### src/rtl/sd_cmd_pkg.sv
package sd_cmd_pkg;

    typedef enum logic [2:0] {
        ST_IDLE,
        ST_SEND,
        ST_WAIT,
        ST_RECV,
        ST_CHECK
    } cmd_state_t;

    // register word addresses
    localparam logic [3:0] A_ARG    = 4'd0;
    localparam logic [3:0] A_CMD    = 4'd1;
    localparam logic [3:0] A_STATUS = 4'd2;
    localparam logic [3:0] A_CLEAR  = 4'd3;
    localparam logic [3:0] A_RIDX   = 4'd4;
    localparam logic [3:0] A_RESP0  = 4'd5;

    // command register bit positions
    localparam int C_RESP   = 6;
    localparam int C_LONG   = 7;
    localparam int C_ENABLE = 10;

    // status bit positions
    localparam int S_CRCFAIL = 0;
    localparam int S_TMO     = 2;
    localparam int S_REND    = 6;
    localparam int S_SENT    = 7;
    localparam int S_ACTIVE  = 11;
    localparam int FLAG_W    = 11;

    // frame geometry
    localparam int TX_BITS    = 48;
    localparam int TX_CRC_LO  = 40;
    localparam int SHORT_BITS = 48;
    localparam int LONG_BITS  = 136;
    localparam int RX_W       = 134;

endpackage

### src/rtl/sd_crc7.sv
module sd_crc7 (
    input  logic       clk,
    input  logic       rst_n,
    input  logic       clr,
    input  logic       en,
    input  logic       din,
    output logic [6:0] crc
);

    logic fb;
    assign fb = din ^ crc[6];

    always_ff @(posedge clk or negedge rst_n) begin
        if (!rst_n) begin
            crc <= '0;
        end else if (clr) begin
            crc <= '0;
        end else if (en) begin
            crc <= {crc[5:0], 1'b0} ^ (fb ? 7'h09 : 7'h00);
        end
    end

endmodule

### src/rtl/sd_cmd_regs.sv
module sd_cmd_regs
    import sd_cmd_pkg::*;
#(
    parameter int DW = 32,
    parameter int AW = 4,
    parameter int NWORDS = 4
) (
    input  logic                clk,
    input  logic                rst_n,
    input  logic                wr,
    input  logic [AW-1:0]       addr,
    input  logic [DW-1:0]       wdata,
    output logic [DW-1:0]       rdata,
    input  logic                busy,
    input  logic                ev_sent,
    input  logic                ev_rend,
    input  logic                ev_crc,
    input  logic                ev_tmo,
    input  logic                resp_load,
    input  logic                resp_long,
    input  logic [NWORDS*DW-1:0] resp_words,
    input  logic [5:0]          resp_idx,
    output logic [DW-1:0]       arg,
    output logic                start,
    output logic                abort,
    output logic [5:0]          start_idx,
    output logic                start_resp,
    output logic                start_long
);

    localparam int CMD_W = C_ENABLE + 1;

    logic [DW-1:0]     arg_q;
    logic [CMD_W-1:0]  cmd_q;
    logic [FLAG_W-1:0] flags_q;
    logic [5:0]        ridx_q;
    logic [DW-1:0]     resp_q [NWORDS];
    logic              wr_cmd;
    logic [FLAG_W-1:0] clr_mask;
    logic [FLAG_W-1:0] set_mask;

    assign wr_cmd     = wr && (addr == AW'(A_CMD));
    assign start      = wr_cmd && wdata[C_ENABLE] && !busy;
    assign abort      = wr_cmd && !wdata[C_ENABLE] && busy;
    assign start_idx  = wdata[5:0];
    assign start_resp = wdata[C_RESP];
    assign start_long = wdata[C_RESP] && wdata[C_LONG];
    assign arg        = arg_q;

    assign clr_mask = (wr && addr == AW'(A_CLEAR)) ? wdata[FLAG_W-1:0] : '0;

    always_comb begin
        set_mask            = '0;
        set_mask[S_SENT]    = ev_sent;
        set_mask[S_REND]    = ev_rend;
        set_mask[S_CRCFAIL] = ev_crc;
        set_mask[S_TMO]     = ev_tmo;
    end

    always_ff @(posedge clk or negedge rst_n) begin
        if (!rst_n) begin
            arg_q   <= '0;
            cmd_q   <= '0;
            flags_q <= '0;
            ridx_q  <= '0;
        end else begin
            if (wr && addr == AW'(A_ARG)) arg_q <= wdata;
            if (wr_cmd) cmd_q <= wdata[CMD_W-1:0];
            flags_q <= (flags_q & ~clr_mask) | set_mask;
            if (resp_load) ridx_q <= resp_idx;
        end
    end

    // word 0 takes the most significant slice; other words only on long responses
    generate
        for (genvar w = 0; w < NWORDS; w++) begin : g_resp
            always_ff @(posedge clk or negedge rst_n) begin
                if (!rst_n) begin
                    resp_q[w] <= '0;
                end else if (resp_load && (w == 0 || resp_long)) begin
                    resp_q[w] <= resp_words[(NWORDS-w)*DW-1 -: DW];
                end
            end
        end
    endgenerate

    always_comb begin
        rdata = '0;
        unique case (addr)
            AW'(A_ARG):    rdata = arg_q;
            AW'(A_CMD):    rdata = DW'(cmd_q);
            AW'(A_STATUS): rdata = DW'({busy, flags_q});
            AW'(A_RIDX):   rdata = DW'(ridx_q);
            AW'(A_RESP0):  rdata = resp_q[0];
            AW'(A_RESP0 + 4'd1): rdata = resp_q[1];
            AW'(A_RESP0 + 4'd2): rdata = resp_q[2];
            AW'(A_RESP0 + 4'd3): rdata = resp_q[3];
            default:       rdata = '0;
        endcase
    end


    sticky_hold_chk: assert property (@(posedge clk) disable iff (!rst_n)
        ((($past(flags_q) & ~$past(clr_mask)) & ~flags_q) == '0));


    event_wins_chk: assert property (@(posedge clk) disable iff (!rst_n)
        (ev_tmo || ev_crc) |=> (flags_q[S_TMO] || flags_q[S_CRCFAIL]));

endmodule

### src/rtl/sd_cmd_fsm.sv
module sd_cmd_fsm
    import sd_cmd_pkg::*;
#(
    parameter int DW = 32,
    parameter int TIMEOUT_TICKS = 64,
    localparam int TW = $clog2(TIMEOUT_TICKS + 1),
    localparam int CW = 8
) (
    input  logic            clk,
    input  logic            rst_n,
    input  logic            start,
    input  logic            abort,
    input  logic [5:0]      start_idx,
    input  logic            start_resp,
    input  logic            start_long,
    input  logic [DW-1:0]   arg,
    input  logic            tick,
    input  logic            cmd_in,
    input  logic [6:0]      crc,
    output logic            crc_clr,
    output logic            crc_en,
    output logic            crc_din,
    output logic            cmd_out,
    output logic            cmd_oe,
    output logic            busy,
    output logic            ev_sent,
    output logic            ev_rend,
    output logic            ev_crc,
    output logic            ev_tmo,
    output logic            resp_load,
    output logic            resp_long,
    output logic [4*DW-1:0] resp_words,
    output logic [5:0]      resp_idx
);

    cmd_state_t       state, nxt;
    logic [TX_BITS-1:0] tx_sh;
    logic [RX_W-1:0]  rx_sh;
    logic [CW-1:0]    bit_cnt;
    logic [TW-1:0]    wait_cnt;
    logic             want_resp, want_long;
    logic             out_q, oe_q;
    logic             tx_bit, tx_last, tmo_hit, rx_last, crc_ok;
    logic [CW-1:0]    crc_off;
    logic [CW-1:0]    rx_len;

    assign rx_len  = want_long ? CW'(LONG_BITS) : CW'(SHORT_BITS);
    assign crc_off = CW'(TX_BITS - 2) - bit_cnt;
    assign tx_bit  = (bit_cnt >= CW'(TX_CRC_LO) && bit_cnt < CW'(TX_BITS - 1))
                     ? crc[crc_off[2:0]] : tx_sh[TX_BITS-1];
    assign tx_last = tick && bit_cnt == CW'(TX_BITS);
    assign tmo_hit = tick && cmd_in && wait_cnt == TW'(TIMEOUT_TICKS - 1);
    assign rx_last = tick && bit_cnt == rx_len - CW'(1);
    assign crc_ok  = crc == rx_sh[7:1];

    // state register
    always_ff @(posedge clk or negedge rst_n) begin
        if (!rst_n) state <= ST_IDLE;
        else        state <= nxt;
    end

    // next state
    always_comb begin
        nxt = state;
        unique case (state)
            ST_IDLE:  if (start) nxt = ST_SEND;
            ST_SEND:  if (abort) nxt = ST_IDLE;
                      else if (tx_last) nxt = want_resp ? ST_WAIT : ST_IDLE;
            ST_WAIT:  if (abort) nxt = ST_IDLE;
                      else if (tick && !cmd_in) nxt = ST_RECV;
                      else if (tmo_hit) nxt = ST_IDLE;
            ST_RECV:  if (abort) nxt = ST_IDLE;
                      else if (rx_last) nxt = ST_CHECK;
            ST_CHECK: nxt = ST_IDLE;
            default:  nxt = ST_IDLE;
        endcase
    end

    // datapath registers
    always_ff @(posedge clk or negedge rst_n) begin
        if (!rst_n) begin
            tx_sh     <= '0;
            rx_sh     <= '0;
            bit_cnt   <= '0;
            wait_cnt  <= '0;
            want_resp <= 1'b0;
            want_long <= 1'b0;
            out_q     <= 1'b1;
            oe_q      <= 1'b0;
        end else if (abort && state != ST_IDLE) begin
            out_q <= 1'b1;
            oe_q  <= 1'b0;
        end else begin
            unique case (state)
                ST_IDLE: if (start) begin
                    tx_sh     <= {1'b0, 1'b1, start_idx, arg, 7'h00, 1'b1};
                    bit_cnt   <= '0;
                    want_resp <= start_resp;
                    want_long <= start_long;
                end
                ST_SEND: if (tick) begin
                    if (bit_cnt < CW'(TX_BITS)) begin
                        out_q   <= tx_bit;
                        oe_q    <= 1'b1;
                        tx_sh   <= {tx_sh[TX_BITS-2:0], 1'b0};
                        bit_cnt <= bit_cnt + CW'(1);
                    end else begin
                        out_q    <= 1'b1;
                        oe_q     <= 1'b0;
                        wait_cnt <= '0;
                        rx_sh    <= '0;
                    end
                end
                ST_WAIT: if (tick) begin
                    if (!cmd_in) begin
                        rx_sh   <= {rx_sh[RX_W-2:0], 1'b0};
                        bit_cnt <= CW'(1);
                    end else begin
                        wait_cnt <= wait_cnt + TW'(1);
                    end
                end
                ST_RECV: if (tick) begin
                    rx_sh   <= {rx_sh[RX_W-2:0], cmd_in};
                    bit_cnt <= bit_cnt + CW'(1);
                end
                ST_CHECK: ;
                default: ;
            endcase
        end
    end

    // outputs
    always_comb begin
        busy      = state != ST_IDLE;
        cmd_out   = out_q;
        cmd_oe    = oe_q;
        ev_sent   = (state == ST_SEND) && tx_last && !want_resp && !abort;
        ev_tmo    = (state == ST_WAIT) && tmo_hit && !abort;
        ev_rend   = (state == ST_CHECK) && crc_ok;
        ev_crc    = (state == ST_CHECK) && !crc_ok;
        resp_load = state == ST_CHECK;
        resp_long = want_long;
        resp_words = want_long ? rx_sh[127:0] : {rx_sh[39:8], 96'h0};
        resp_idx  = want_long ? rx_sh[133:128] : rx_sh[45:40];
        crc_clr   = ((state == ST_IDLE) && start) || ((state == ST_SEND) && tx_last);
        crc_en    = 1'b0;
        crc_din   = 1'b0;
        unique case (state)
            ST_SEND: begin
                crc_en  = tick && bit_cnt < CW'(TX_CRC_LO);
                crc_din = tx_sh[TX_BITS-1];
            end
            ST_WAIT: begin
                crc_en  = tick && !cmd_in && !want_long;
                crc_din = 1'b0;
            end
            ST_RECV: begin
                crc_en  = tick && (want_long ? (bit_cnt >= CW'(8) && bit_cnt < CW'(128))
                                             : (bit_cnt < CW'(TX_CRC_LO)));
                crc_din = cmd_in;
            end
            default: ;
        endcase
    end


    drive_only_send_chk: assert property (@(posedge clk) disable iff (!rst_n)
        cmd_oe |-> state == ST_SEND);


    one_result_chk: assert property (@(posedge clk) disable iff (!rst_n)
        $onehot0({ev_sent, ev_rend, ev_crc, ev_tmo}));


    wait_bound_chk: assert property (@(posedge clk) disable iff (!rst_n)
        state == ST_WAIT |-> wait_cnt < TW'(TIMEOUT_TICKS));


    start_busy_chk: assert property (@(posedge clk) disable iff (!rst_n)
        (start && !busy) |=> busy);


    abort_idle_chk: assert property (@(posedge clk) disable iff (!rst_n)
        (abort && busy) |=> (!busy && !cmd_oe));

endmodule

### src/rtl/sd_cmd_engine.sv
module sd_cmd_engine
    import sd_cmd_pkg::*;
#(
    parameter int DW = 32,
    parameter int AW = 4,
    parameter int TIMEOUT_TICKS = 64
) (
    input  logic          clk,
    input  logic          rst_n,
    input  logic          reg_wr,
    input  logic [AW-1:0] reg_addr,
    input  logic [DW-1:0] reg_wdata,
    output logic [DW-1:0] reg_rdata,
    input  logic          card_tick,
    input  logic          cmd_in,
    output logic          cmd_out,
    output logic          cmd_oe
);

    logic [DW-1:0]   arg;
    logic            start, abort, start_resp, start_long;
    logic [5:0]      start_idx;
    logic            busy, ev_sent, ev_rend, ev_crc, ev_tmo;
    logic            resp_load, resp_long;
    logic [4*DW-1:0] resp_words;
    logic [5:0]      resp_idx;
    logic            crc_clr, crc_en, crc_din;
    logic [6:0]      crc;

    sd_cmd_regs #(.DW(DW), .AW(AW), .NWORDS(4)) u_regs (
        .clk(clk), .rst_n(rst_n),
        .wr(reg_wr), .addr(reg_addr), .wdata(reg_wdata), .rdata(reg_rdata),
        .busy(busy),
        .ev_sent(ev_sent), .ev_rend(ev_rend), .ev_crc(ev_crc), .ev_tmo(ev_tmo),
        .resp_load(resp_load), .resp_long(resp_long),
        .resp_words(resp_words), .resp_idx(resp_idx),
        .arg(arg), .start(start), .abort(abort),
        .start_idx(start_idx), .start_resp(start_resp), .start_long(start_long)
    );

    sd_cmd_fsm #(.DW(DW), .TIMEOUT_TICKS(TIMEOUT_TICKS)) u_fsm (
        .clk(clk), .rst_n(rst_n),
        .start(start), .abort(abort),
        .start_idx(start_idx), .start_resp(start_resp), .start_long(start_long),
        .arg(arg), .tick(card_tick), .cmd_in(cmd_in), .crc(crc),
        .crc_clr(crc_clr), .crc_en(crc_en), .crc_din(crc_din),
        .cmd_out(cmd_out), .cmd_oe(cmd_oe), .busy(busy),
        .ev_sent(ev_sent), .ev_rend(ev_rend), .ev_crc(ev_crc), .ev_tmo(ev_tmo),
        .resp_load(resp_load), .resp_long(resp_long),
        .resp_words(resp_words), .resp_idx(resp_idx)
    );

    sd_crc7 u_crc (
        .clk(clk), .rst_n(rst_n),
        .clr(crc_clr), .en(crc_en), .din(crc_din), .crc(crc)
    );

endmodule

### config.mk
export PLATFORM = sky130hd
export DESIGN_NAME = sd_cmd_engine
export DESIGN_NICKNAME = d
export VERILOG_FILES = /design/src/rtl/sd_cmd_pkg.sv /design/src/rtl/sd_crc7.sv /design/src/rtl/sd_cmd_regs.sv /design/src/rtl/sd_cmd_fsm.sv /design/src/rtl/sd_cmd_engine.sv
export SDC_FILE = /design/constraint.sdc
export NUM_CORES = 1
export LEC_CHECK = 0
export ABC_AREA = 1
export BUFFER_PORTS_ARGS = -buffer_cell sky130_fd_sc_hd__buf_4
export CAP_MARGIN = 10
export CORE_MARGIN = 5
export CORE_UTILIZATION = 35
export CTS_CLUSTER_SIZE = 25
export DETAILED_ROUTE_END_ITERATION = 8
export GPL_TIMING_DRIVEN = 0
export PLACE_DENSITY = 0.49
export SKIP_LAST_GASP = 1
export SLEW_MARGIN = 10
export SYNTH_ARGS = -nofsm -noshare
export SYNTH_HDL_FRONTEND = slang
export SYNTH_SLANG_ARGS = --single-unit
export TNS_END_PERCENT = 10
### constraint.sdc
create_clock -name clk -period 2.36 [get_ports clk]
set_input_delay 0.236 -clock clk [delete_from_list [all_inputs] [get_ports clk]]
set_output_delay 0.236 -clock clk [all_outputs]
set_load 0.05 [all_outputs]
# After elaboration in Yosys (flattened, before gate mapping)
# Index checks and enable logic that the tools add are counted.
# word_totals
input_bits	41
regBits	399
wordCells	169
# op_classes
reduce_logical	53
addsub	4
n_eq_ne	27
mux	54
n_bitwise	6
order_cmp	7
# ops
op	count
$mux 134	5
$pmux 134 s3	1
$pmux 32 s8	1
$mux 48	3
$mux 128	1
$pmux 48 s2	1
$mux 8	7
$mux 7	6
$pmux 8 s4	1
$logic_and 1x1->1	28
$lt 8x6->1 const B	3
$mux 3	8
$eq 4x3->1 const B	4
$pmux 7 s2	1
$ne 2x2->1 const B	6
$pmux 3 s4	1
$and 11x11->11	1
$mux 1	11
$mux 11	1
$not 11->11	1
$or 11x8->11	1
$reduce_bool 2->1	5
$add 8x1->8 const B	1
$eq 4x2->1 const B	2
41 further kinds	51

# Depth between registers and ports, before layout
# Gate-level depths: netlist of the first run.
# depth
ltp_word	8
ltp_mapped	12

# Cells and area by module
# A second synthesis of the first run with hierarchy kept.
# hier_totals
hier_cells	2533
hier_area_um2	20353.3
# by_module_without_submodules
mod	instances	cells_per_inst	seq_area_each_um2	area_per_inst_um2
sd_cmd_fsm	1	1529	5106.1	11153.2
sd_cmd_regs	1	968	4704.5	8887.3
sd_crc7	1	36	175.2	312.8

# Least setup slack after synthesis of the first run
# Ideal clock, no wire load.
# synth_timing
kind	input to output
start	input port reg_addr[2]
end	output port reg_rdata[12]
slack_ns	0.520
t_arrival_ns	1.604
cell_stages	5
required_ns	2.124
path_buffers	1
path_cell_list	inv_1 nor2_1 nand2_1 clkbuf_1 o211ai_1
# synth_via
elab_chain_len	2
# synth_lines
element	line	rtl
start: declaration	sd_cmd_engine.sv:11	input logic [AW-1:0] reg_addr,
$eq 4x4->1, or another cell as far along	sd_cmd_regs.sv:89	unique case (addr)
$pmux 32 s8 *	sd_cmd_regs.sv:89	
end: declaration	sd_cmd_engine.sv:13	output logic [DW-1:0] reg_rdata,
# Mark *: on every way between the ends. The rest lies on a longest branch, timed or not.

# Final worst setup path of the first run
# layout_timing
start	input port reg_addr[0]
end	output port reg_rdata[13]
# The elaborated chain is that of the path after synthesis.

==> summary.md, run 1 <==
| Metric | Value |
|---|---|
| Via count | around 16000 |
| Chip height | approximately 240 um |
| Crit path time final | between 2 and 2.5 ns |
| # fillers | around 5300 |
| Failing checks | negative setup slack |
| Die area | approximately 57000 sq um |
| DRT antenna net count | 0 |
| Critical Path Start Type | input port |
| Worst Path Required | 2.12 ns |
| Status | complete, but fails checks |
| Final hold violation count | 0 |
| # DRC | 0 |
| Hold Slack | around 0.093 ns |
| CTS root buf | clkbuf_16 |
| EDFF count, synth | 0 |
| Critical-path maximum fanout | 10 |
| CP Capture Type | output pin |
| Top-count cell post-synth | nand2_1 |
| Initial DRC Count | 1300 |
| Syn Std Cell Area | 18300 sq um |
| Inserted Clock Buffers | 47 |
| Pwr/cell area | 1040 nW/um^2 |
| Worst path buffer plus inverter count | 5 |
| Finish-stage setup viols | 5 |
| Critical Path AT | between 2 and 2.5 ns |
| Clock Latency Late Sink | about 0.6 ns |
| Top delay family on crit path | buffers and inverters |
| Met3 Track Usage GR | between 2 and 3% |
| Number of max-cap violations | 0 |
| Routed wire length | approximately 58000 um |
| GR Util met2 | 31.3% |
| Syn Area/Cell | a little over 8 sq um |
| Post-synth ARST share | 100% |
| Post-Synth XOR/XNOR Area | less than 1% |
| Final WS setup | -0.0560 ns |
| Post-synthesis adder-cell area fraction | less than 1% |
| Slowest CP cell | clkbuf_1 |
| Cell row count | 83 |
| Leak Pwr | 9.96 nW |
| Core area | 51600 sq um |
| CTS tree | done |
| Commonest cells post-synth | nand2_1, dfrtp_1, o21ai_0 |
| GP Congestion | approximately 0.87 |
| Vias in the first global route | ~15000 |
| Largest family of logic cells by synthesized area | simple AND/OR/NAND/NOR gates |
| Synth warnings | 0 |
| Total GRT Usage | between 20% and 30% |
| Global-route met1 utilization | between 30% and 40% |
| Synth Register Bits | ~400 |
| FMAX | slightly above 0.4 GHz |
| Rel. slew slack | 46.9% |
| Setup CP Type | in -> out |
| Max stage delay on crit path | ~0.58 ns |
| Global routing's busiest layer | met2 |
| Cells after Synth | 2247 |
| Initial antenna violation count | 1 |
| Setup Skew | 0.0164 ns |
| HPWL Detailed | 42900 um |
| PortBufs | between 70 and 80 |
| VDD IR-drop max | 0.000532 V |
| Number of diodes | 0 |
| Compound-Gate Fraction of Synth Area | ~15% |
| Fin nets | ~2500 |
| Vias per Instance | 4.96 |
| Layout area overhead | 18.6% |
| Clk sinks | ~400 |
| Layout cell share with drive strength beyond 1 | between 10% and 20% |
| CP Cell Sequence | buf_4 > inv_1 > nor2_4 > nand2_1 > clkbuf_1 > o21ai_0 > inv_1 > nand4_1 > buf_4 |
| Routed wire length per instance | roughly 19 um |
| First-pass GRT wire length | between 90000 and 100000 um |
| IO Pins | 75 |
| Slew Limit Fails | 0 |
| Ranking of synthesized cells by area | dfrtp_1, nand2_1, o21ai_0 |
| Clock slew at reported path FFs | roughly 0.060 ns |
| Slew @ Worst Pin | 0.796 ns |
| Mapped Nets | 2291 |
| Largest net degree at the start of global routing | between 100 and 150 |
| Final worst path period share | 102% |
| Yosys top cell by area | dfrtp_1 |
| Netlist cell types | 36 |
| Die W | between 200 and 250 um |
| Simple-Gate Fraction of Synth Area | approximately a fifth |
| Synth top area share | ~54% |
| RSZ-0062 raised after global routing | yes |
| CTS H-tree lvls | 2 |
| Ys flop type | dfrtp_1 |
| Drt first pass iters | 5 |
| Grt ovf | 0 |
| Initial Util | 35.5% |
| Sequential share of the synthesized area | 54.5% |
| Mux cell area share after synthesis | under 10% |
| Hold WC Path Type | in -> reg |
| Max Buffers Root-to-Sink | 3 |
| Pre-CTS setup slack | -0.308 ns |
## what timing repair did
action,in CTS,in global routing
resized for setup,8,19
setup buffers,2,1
hold endpoints to repair,107,0
pin swaps,1,1
setup endpoints to repair,153,162
hold buffers,33,0
## layout make-up
type,count,area [sq um],area share [%]
Buffer,125,669,3.08
Clock buffer,69,1370,6.30
Clock inverter,12,98.8,0.455
Inverter,287,1080,4.96
Multi-Input combinational cell,1436,6640,30.6
Sequential cell,399,9990,45.9
Tap cell,680,851,3.91
Timing Repair Buffer,114,1040,4.78
## state kept, by name, indices dropped and copies added, names as in the netlist
signal,count
u_crc.crc,7
u_fsm.bit_cnt,8
u_fsm.cmd_oe,1
u_fsm.cmd_out,1
u_fsm.resp_long,1
u_fsm.rx_sh,134
u_fsm.state,3
u_fsm.tx_sh,48
u_fsm.wait_cnt,7
u_fsm.want_resp,1
u_regs.arg,32
u_regs.cmd_q,11
u_regs.flags_q,11
u_regs.resp_q,128
u_regs.ridx_q,6
## logic make-up after synthesis
| kind of cell | Yosys count |
|---|---|
| and+or+nand+nor | 879 |
| xor gates and xnor gates | 11 |
| buffers and inverters | 412 |
| DFF | 399 |
| adders and majority gates | 3 |
| muxes | 21 |
| AOI/OAI and AO/OA | 522 |
## worst register-to-register path, stage by stage (launching register included)
cell and delay [ns]:
dfrtp_1 0.42, inv_2 0.18, nor3_4 0.10, nand2_1 0.11, clkbuf_1 0.57, clkbuf_1 0.60, nand2_1 0.12, o21ai_0 0.11
## cells in the final DEF, fill, tap and decap left out, types with 2 or more instances in the layout
| master | netlist | routed |
|---|---|---|
| buf_4 | 5 | 80 |
| buf_1 | 4 | 4 |
| a211oi_1 | 3 | 2 |
| clkbuf_4 | 0 | 2 |
| a31oi_1 | 2 | 2 |
| mux2_2 | 21 | 21 |
| o211ai_1 | 39 | 39 |
| dlygate4sd3_1 | 0 | 33 |
| buf_16 | 0 | 4 |
| xnor2_1 | 7 | 7 |
| nor3_1 | 5 | 5 |
| buf_6 | 18 | 18 |
| clkbuf_2 | 0 | 13 |
| nor2_2 | 1 | 2 |
| clkbuf_16 | 0 | 47 |
| inv_6 | 0 | 3 |
| ha_1 | 3 | 3 |
| or2_2 | 2 | 2 |
| a21oi_1 | 38 | 37 |
| nor2_1 | 183 | 182 |
| inv_2 | 3 | 3 |
| nor2_4 | 5 | 5 |
| clkbuf_8 | 0 | 11 |
| clkbuf_1 | 78 | 76 |
| clkinv_2 | 0 | 7 |
| nand3b_1 | 2 | 2 |
| nand3_1 | 71 | 71 |
| o21ai_0 | 313 | 313 |
| dfrtp_1 | 398 | 398 |
| nand2_4 | 1 | 2 |
| buf_2 | 20 | 18 |
| o22ai_1 | 10 | 10 |
| inv_1 | 283 | 283 |
| o21ai_1 | 116 | 116 |
| nand2_1 | 588 | 588 |
| xor2_1 | 4 | 4 |
| nand4_1 | 16 | 16 |
## path summary, 6_finish.rpt
check / startpoint / endpoint / slack (ns) / cells past startpoint
worst min-delay path: card_tick / u_regs.flags_q[2] / 0.09 / 5
worst min register to register: u_regs.resp_q[73] / u_regs.resp_q[73] / 0.48 / 2
worst max-delay path: reg_addr[0] / reg_rdata[13] / -0.06 / 9
min in group asynchronous: rst_n / u_fsm.cmd_oe / 0.14 / 2
worst max register to register: u_fsm.state[2] / u_regs.resp_q[0] / 0.05 / 7
max in group asynchronous: rst_n / u_regs.resp_q[84] / 0.94 / 4
## report_power, final
group / total (W) / switching, W / internal [W]
logic: 0.00638 / 0.00447 / 0.00191
registers: 0.00909 / 0.000804 / 0.00829
clock network: 0.00703 / 0.00292 / 0.00411
## metrics by stage
step / utilization [%] / total power (W) / setup TNS (ns) / instance area [sq um] / instances
CTS: 42.0 / 0.0227 / -0.306 / 21700 / 3121
detailed placement: 38.5 / 0.0155 / -23.04 / 19900 / 3005
global route: 42.1 / 0.0239 / -1.47 / 21700 / 3122
global placement: 38.2 / 0.0154 / -1278.89 / 19700 / 3001
finish: 42.1 / 0.0225 / -0.157 / 21700 / 3122
floorplan: - / 0.0131 / 0 / 18300 / 2247
## metal layers
| layer | vias to the layer above | routed length [um] |
|---|---|---|
| met5 | - | 13 |
| met4 | 2 | 1440 |
| met3 | 86 | 3100 |
| met2 | 366 | 25800 |
| met1 | 7570 | 27800 |
| li1 | 7476 | - |
(Power assumes the default switching activity.)
==> run 2, diff against run 1 <==
Settings changed: CORE_UTILIZATION 35 to 62, PLACE_DENSITY 0.49 to 0.79.
==> run 2 against run 1 <==
Effect of this change: the run still ends with negative setup slack left; maximum frequency increased by 1.8%; cell count decreased by 10%; total power decreased by 3.3%; die area decreased by 42%; critical path depth decreased by 3; combinational power decreased by 2%; first-iteration DRC count increased by 39%; sequential share of layout area increased by 1.5 points; routed wire length decreased by 11%; worst setup slack improved by 0.043 ns; critical path type is now reg -> reg.
==> summary.md, run 2 (synthesized netlist as in run 1, its figures left out) <==
| Metric | Value |
|---|---|
| Hold WC Path Type | in -> reg |
| Global-route met1 utilization | between 40% and 50% |
| Top flop regs | u_fsm.rx_sh (134), u_regs.resp_q (128), u_fsm.tx_sh (48) |
| Max reg flops | about 130 |
| Chip height | between 150 and 200 um |
| Final WS setup | -0.0132 ns |
| Critical Path AT | approximately 2.8 ns |
| Final worst path period share | 101% |
| PortBufs | 74 |
| Layout cell share with drive strength beyond 1 | a little under a tenth |
| Final hold violation count | 0 |
| Layout area overhead | 14.9% |
| Clock slew at reported path FFs | about 0.060 ns |
| Pwr/cell area | 1030 nW/um^2 |
| Routed wire length per instance | about 18 um |
| Via count | 15966 |
| Tot Pwr | between 0.02 and 0.025 W |
| Core area | between 20000 and 30000 sq um |
| CTS H-tree lvls | 2 |
| Slew Limit Fails | 0 |
| Crit path time final | roughly 2.4 ns |
| Cell row count | 63 |
| Inserted Clock Buffers | 41 |
| Total GRT Usage | between 30% and 40% |
| HPWL Detailed | around 38000 um |
| CTS root buf | clkbuf_16 |
| Die W | ~180 um |
| # DRC | 0 |
| Critical Path Start Type | flip-flop |
| Die area | about 33000 sq um |
| Routed wire length | just over 50000 um |
| Grt ovf | 0 |
| Cells after DPL | between 2000 and 3000 |
| Commonest non-fill, non-tap cell in the layout | nand2_1 |
| VDD IR-drop max | ~0.00065 V |
| Util after Layout | 71.6% |
| Slew @ Worst Pin | slightly above 0.7 ns |
| Setup Skew | around 0.016 ns |
| Finish-stage setup viols | 1 |
| Max Buffers Root-to-Sink | 3 |
| Largest net degree at the start of global routing | 109 |
| Slowest CP cell | nor3_4 |
| Initial antenna violation count | 0 |
| Max stage delay on crit path | 0.55 ns |
| Initial Util | just over 60% |
| Clk sinks | approximately 400 |
| # fillers | 2284 |
| Vias in the first global route | 15668 |
| Worst Path Required | approximately 2.7 ns |
| GP Congestion | approximately 0.95 |
| Setup bufs post-CTS | 0 |
| GR Util met2 | slightly above 50% |
| Register area | ~10000 sq um |
| DRT antenna net count | 0 |
| CP Cell Sequence | nor3_4 > nand2_1 > clkbuf_1 > clkbuf_1 > nand2_1 > o21ai_0 |
| FMAX | roughly 0.42 GHz |
| Initial DRC Count | between 1500 and 2000 |
| Leak Pwr | 9.80 nW |
| CTS tree | done |
| Vias per Instance | ~5.7 |
| Most flops, register | u_fsm.rx_sh |
| Rel. slew slack | 53.0% |
| CP Capture Type | flip-flop |
| Status | complete, but fails checks |
| Number of max-cap violations | 0 |
| RSZ-0062 raised after global routing | yes |
| Critical-path maximum fanout | 10 |
| Drt first pass iters | 6 |
| First-pass GRT wire length | approximately 83000 um |
| Fin nets | around 2400 |
| Failing checks | negative setup slack |
| Final non-filler cell total | about 2800 |
| Total Neg Setup Slack | -0.0132 ns |
| Setup CP Type | reg -> reg |
| Most frequent cells in the layout | nand2_1, dfrtp_1, o21ai_0, inv_1, nor2_1 |
| Number of diodes | 0 |
| IO Pins | 75 |
| Met3 Track Usage GR | 4.63% |
| Clock Latency Late Sink | 0.54 ns |
| Multi-input logic area | 6630 sq um |
| Global routing's busiest layer | met2 |
## run 2: changes by cell type in the layout (fill, tap and decap cells not counted), moves of 2 or more
cell,delta
clkbuf_4,-2
clkbuf_1,+10
inv_6,-2
clkbuf_16,-4
clkbuf_2,-7
buf_4,-2
clkbuf_8,-5
buf_2,+2
dlygate4sd3_1,-9
## run 2: routing by layer
layer  share of wire [%]  vias up
li1                    -     7436
met1                  42     7772
met2                  47      633
met3                 7.5      125
met4                 3.6        0
met5                   0        -
## run 2: cell type report
cell class              instances  area share (%)
repair buffers                102            4.34
plain buffers                 125            3.11
clock inverters                 9           0.469
clock buffers                  63            5.75
inverters                     287            5.12
flip-flops and latches        399            47.4
well taps                     390            2.32
multi-input cells            1436            31.5
## run 2: worst paths after layout
check / start / to / slack, ns / depth (start not counted)
setup / recovery: u_fsm.state[1] / u_regs.resp_q[67] / -0.01 / 6
hold / removal: reg_wdata[9] / u_regs.cmd_q[9] / 0.04 / 3
setup reg to reg: u_fsm.state[1] / u_regs.resp_q[67] / -0.01 / 6
hold reg to reg: u_regs.cmd_q[9] / u_regs.cmd_q[9] / 0.48 / 2
max in group asynchronous: rst_n / u_regs.resp_q[84] / 0.44 / 5
min in group asynchronous: rst_n / u_fsm.bit_cnt[7] / 0.23 / 2
## run 2: worst max-delay path: cells and delay by family, from the launching register on
kind	cells	cell delay, ns
AOI/OAI and AO/OA	1	0.11
and+or+nand+nor	3	0.88
DFF	1	0.50
buffers and inverters	2	0.72
## run 2: stage by stage
step / hold slack (ns) / cell area [sq um] / setup slack [ns]
2_1_floorplan: -0.0596 / 18300 / 0.520
3_3_place_gp: 0.466 / 19400 / -2.81
5_1_grt: 0.0575 / 21100 / -0.114
6_report: 0.0382 / 21100 / -0.0132
3_5_place_dp: 0.211 / 19500 / -0.114
4_1_cts: 0.0214 / 21100 / -0.0694
## run 2: repair_timing
action / CTS / global route
endpoints found under the hold margin: 86 / 0
gates resized for setup: 1 / 13
setup endpoints to repair: 108 / 171
hold buffers: 24 / 0
## run 2: report_power, final
group / internal, W / switching, W
registers: 0.00829 / 0.000816
clock network: 0.00375 / 0.00266
logic: 0.00186 / 0.00439
==> run 3, diff against run 2 <==
Settings changed: CORE_UTILIZATION 62 to 55, PLACE_DENSITY 0.79 to 0.71.
==> run 3 against run 2 <==
Effect of this change: the run still ends with negative setup slack left; utilization shrank 6.8 points; register-to-register slack is essentially flat; clock power increased by 5.8%; count of clock-buffer cells in the layout up 4; via count down 0.60%; global-route usage decreased by 2.5 points; worst setup slack lost 0.0043 ns; first-iteration DRC count decreased by 22%; maximum frequency is 0.18% lower; total power grew 1.6%; critical endpoint is now u_fsm.rx_sh[82]; largest cell class unchanged; largest power group unchanged; highest routed layer unchanged.
==> summary.md, run 3 (synthesized netlist as in run 1, its figures left out) <==
| Metric | Value |
|---|---|
| Number of max-cap violations | 0 |
| Fin nets | roughly 2400 |
| Placed inst area | slightly below 20000 sq um |
| Pre-CTS setup slack | -0.225 ns |
| Drt first pass iters | 5 |
| Sw Share | 35.7% |
| Max Buffers Root-to-Sink | 3 |
| Slew @ Worst Pin | ~0.8 ns |
| VDD IR-drop max | a little under 0.0007 V |
| Top flop regs | u_fsm.rx_sh (134), u_regs.resp_q (128), u_fsm.tx_sh (48) |
| Initial antenna violation count | 0 |
| # DRC | 0 |
| Total GRT Usage | slightly below 30% |
| Global-route met1 utilization | approximately two fifths |
| CTS tree | done |
| Core area | roughly 33000 sq um |
| Worst Path Required | 2.74 ns |
| FMAX | 0.421 GHz |
| First-pass GRT wire length | roughly 85000 um |
| Top delay family on crit path | simple AND/OR/NAND/NOR gates |
| Clock Latency Late Sink | about 0.54 ns |
| Cell row count | 66 |
| Chip height | approximately 190 um |
| Max reg flops | 134 |
| Critical Path Start Type | flip-flop |
| Most flops, register | u_fsm.rx_sh |
| Final WS setup | -0.0174 ns |
| Critical-path maximum fanout | 10 |
| Status | complete, but fails checks |
| Multi-input logic area | roughly 6600 sq um |
| Clock slew at reported path FFs | roughly 0.060 ns |
| Layout cell share with drive strength beyond 1 | 9.45% |
| DRT antenna net count | 0 |
| Slowest CP cell | clkbuf_1 |
| Global routing's busiest layer | met2 |
| Largest net degree at the start of global routing | 111 |
| CP most frequent cell | nor2_4 |
| Setup Skew | roughly 0.018 ns |
| Rel. slew slack | 48.1% |
| Slew Limit Fails | 0 |
| Pint | 0.0142 W |
| Final worst path period share | 101% |
| Sw power | around 0.0079 W |
| Sequential Power Share | about two fifths |
| Clk sinks | between 300 and 400 |
| Commonest non-fill, non-tap cell in the layout | nand2_1 |
| Initial Util | between 50% and 60% |
| Routed wire length | 53100 um |
| Routed wire length per instance | ~19 um |
| Most frequent cells in the layout | nand2_1, dfrtp_1, o21ai_0, inv_1, nor2_1 |
| Vias in the first global route | ~15000 |
| Vias per Instance | around 5.5 |
| Layout area overhead | 15.6% |
| RSZ-0062 raised after global routing | yes |
| Max stage delay on crit path | between 0.5 and 0.6 ns |
| Pwr/cell area | roughly 1000 nW/um^2 |
| Initial DRC Count | approximately 1400 |
| CTS H-tree lvls | 2 |
| # fillers | ~2800 |
| Inserted Clock Buffers | 43 |
| Hold WC Path Type | in -> reg |
| CP Capture Type | flip-flop |
| Setup CP Type | reg -> reg |
| HPWL Detailed | about 39000 um |
| Grt ovf | 0 |
| Failing checks | negative setup slack |
| CP Cell Sequence | nand2_2 > nor2_4 > nand2_1 > nand3_1 > nor2_4 > clkbuf_1 > o21ai_0 |
| Critical Path AT | around 2.8 ns |
| Die area | 37100 sq um |
| Leak Pwr | approximately 9.8 nW |
| Register area | 9990 sq um |
| PortBufs | 74 |
| GP Congestion | roughly 0.95 |
| Gate power share | 28.1% |
| Final hold violation count | 0 |
| Crit path time final | between 2 and 2.5 ns |
| Via count | around 16000 |
| IO Pins | 75 |
| Clk pwr share | ~30% |
| Worst path buffer plus inverter count | 1 |
| Finish-stage setup viols | 8 |
| GR Util met2 | 46.5% |
| Met3 Track Usage GR | between 4 and 5% |
| Die W | 193 um |
| Design Area, Final | approximately 21000 sq um |
| CTS root buf | clkbuf_16 |
| Number of diodes | 0 |
run 3: cell types whose count changed in the layout (fill, tap and decap cells not counted), sizes merged:
cell and change:
inv -1, clkbuf +4, clkinv -1, buf -1, bufinv +1
run 3: power groups by stage:
stage / registers, W / clock network, W / logic, W
after floorplan: 0.00896 / 0 / 0.00416
after global placement: 0.00914 / 0 / 0.00591
after detailed placement: 0.00918 / 0 / 0.00609
after CTS: 0.00908 / 0.00682 / 0.00618
after global routing: 0.00925 / 0.00713 / 0.00691
final: 0.00911 / 0.00677 / 0.00622
run 3: metrics by stage:
stage | util, % | TNS (ns) | hold WS (ns) | total power [W] | std cells
after floorplan | - | 0 | -0.0596 | 0.0131 | 2247
after CTS | 64.8 | -0.891 | 0.00472 | 0.0221 | 2865
final | 64.8 | -0.0718 | 0.0230 | 0.0221 | 2865
after global placement | 59.5 | -1143.96 | 0.466 | 0.0151 | 2763
after global routing | 64.8 | -4.80 | 0.0529 | 0.0233 | 2865
after detailed placement | 59.7 | -13.81 | 0.291 | 0.0153 | 2766
run 3: area by class of cell:
cell class	count	area share [%]
clock inverter	8	0.543
buffer	125	3.10
inverter	287	5.08
clock buffer	67	6.08
multi-input combinational	1436	31.3
tap	442	2.61
sequential	399	47.1
timing repair buffer	101	4.18
run 3: metal layers:
| metal | wire (um) | vias to the layer above |
|---|---|---|
| li1 | - | 7434 |
| met1 | 22500 | 7692 |
| met2 | 24800 | 625 |
| met3 | 3930 | 119 |
| met4 | 1870 | 0 |
| met5 | 0 | - |
run 3: worst reg2reg max path: cells and delay by family, from the launching register on:
family | cells | cell delay, ns
simple gates | 5 | 0.99
buf+inv | 1 | 0.56
flops | 1 | 0.48
compound gates | 1 | 0.19
run 3: timing repair:
action | 4_1_cts | 5_1_grt
setup endpoints to repair | 116 | 140
hold endpoints to repair | 111 | 0
hold buffers | 24 | 0
setup buffers | 0 | 0
resized for setup | 1 | 19
run 3: final timing paths:
kind	from	end	slack (ns)	cells past startpoint
setup / recovery	u_fsm.state[1]	u_fsm.rx_sh[82]	-0.02	7
hold / removal	reg_wdata[7]	u_fsm.resp_long	0.02	3
setup reg to reg	u_fsm.state[1]	u_fsm.rx_sh[82]	-0.02	7
hold reg to reg	u_regs.resp_q[66]	u_regs.resp_q[66]	0.48	2
max in group asynchronous	rst_n	u_regs.resp_q[114]	0.63	4
min in group asynchronous	rst_n	u_fsm.wait_cnt[2]	0.28	2
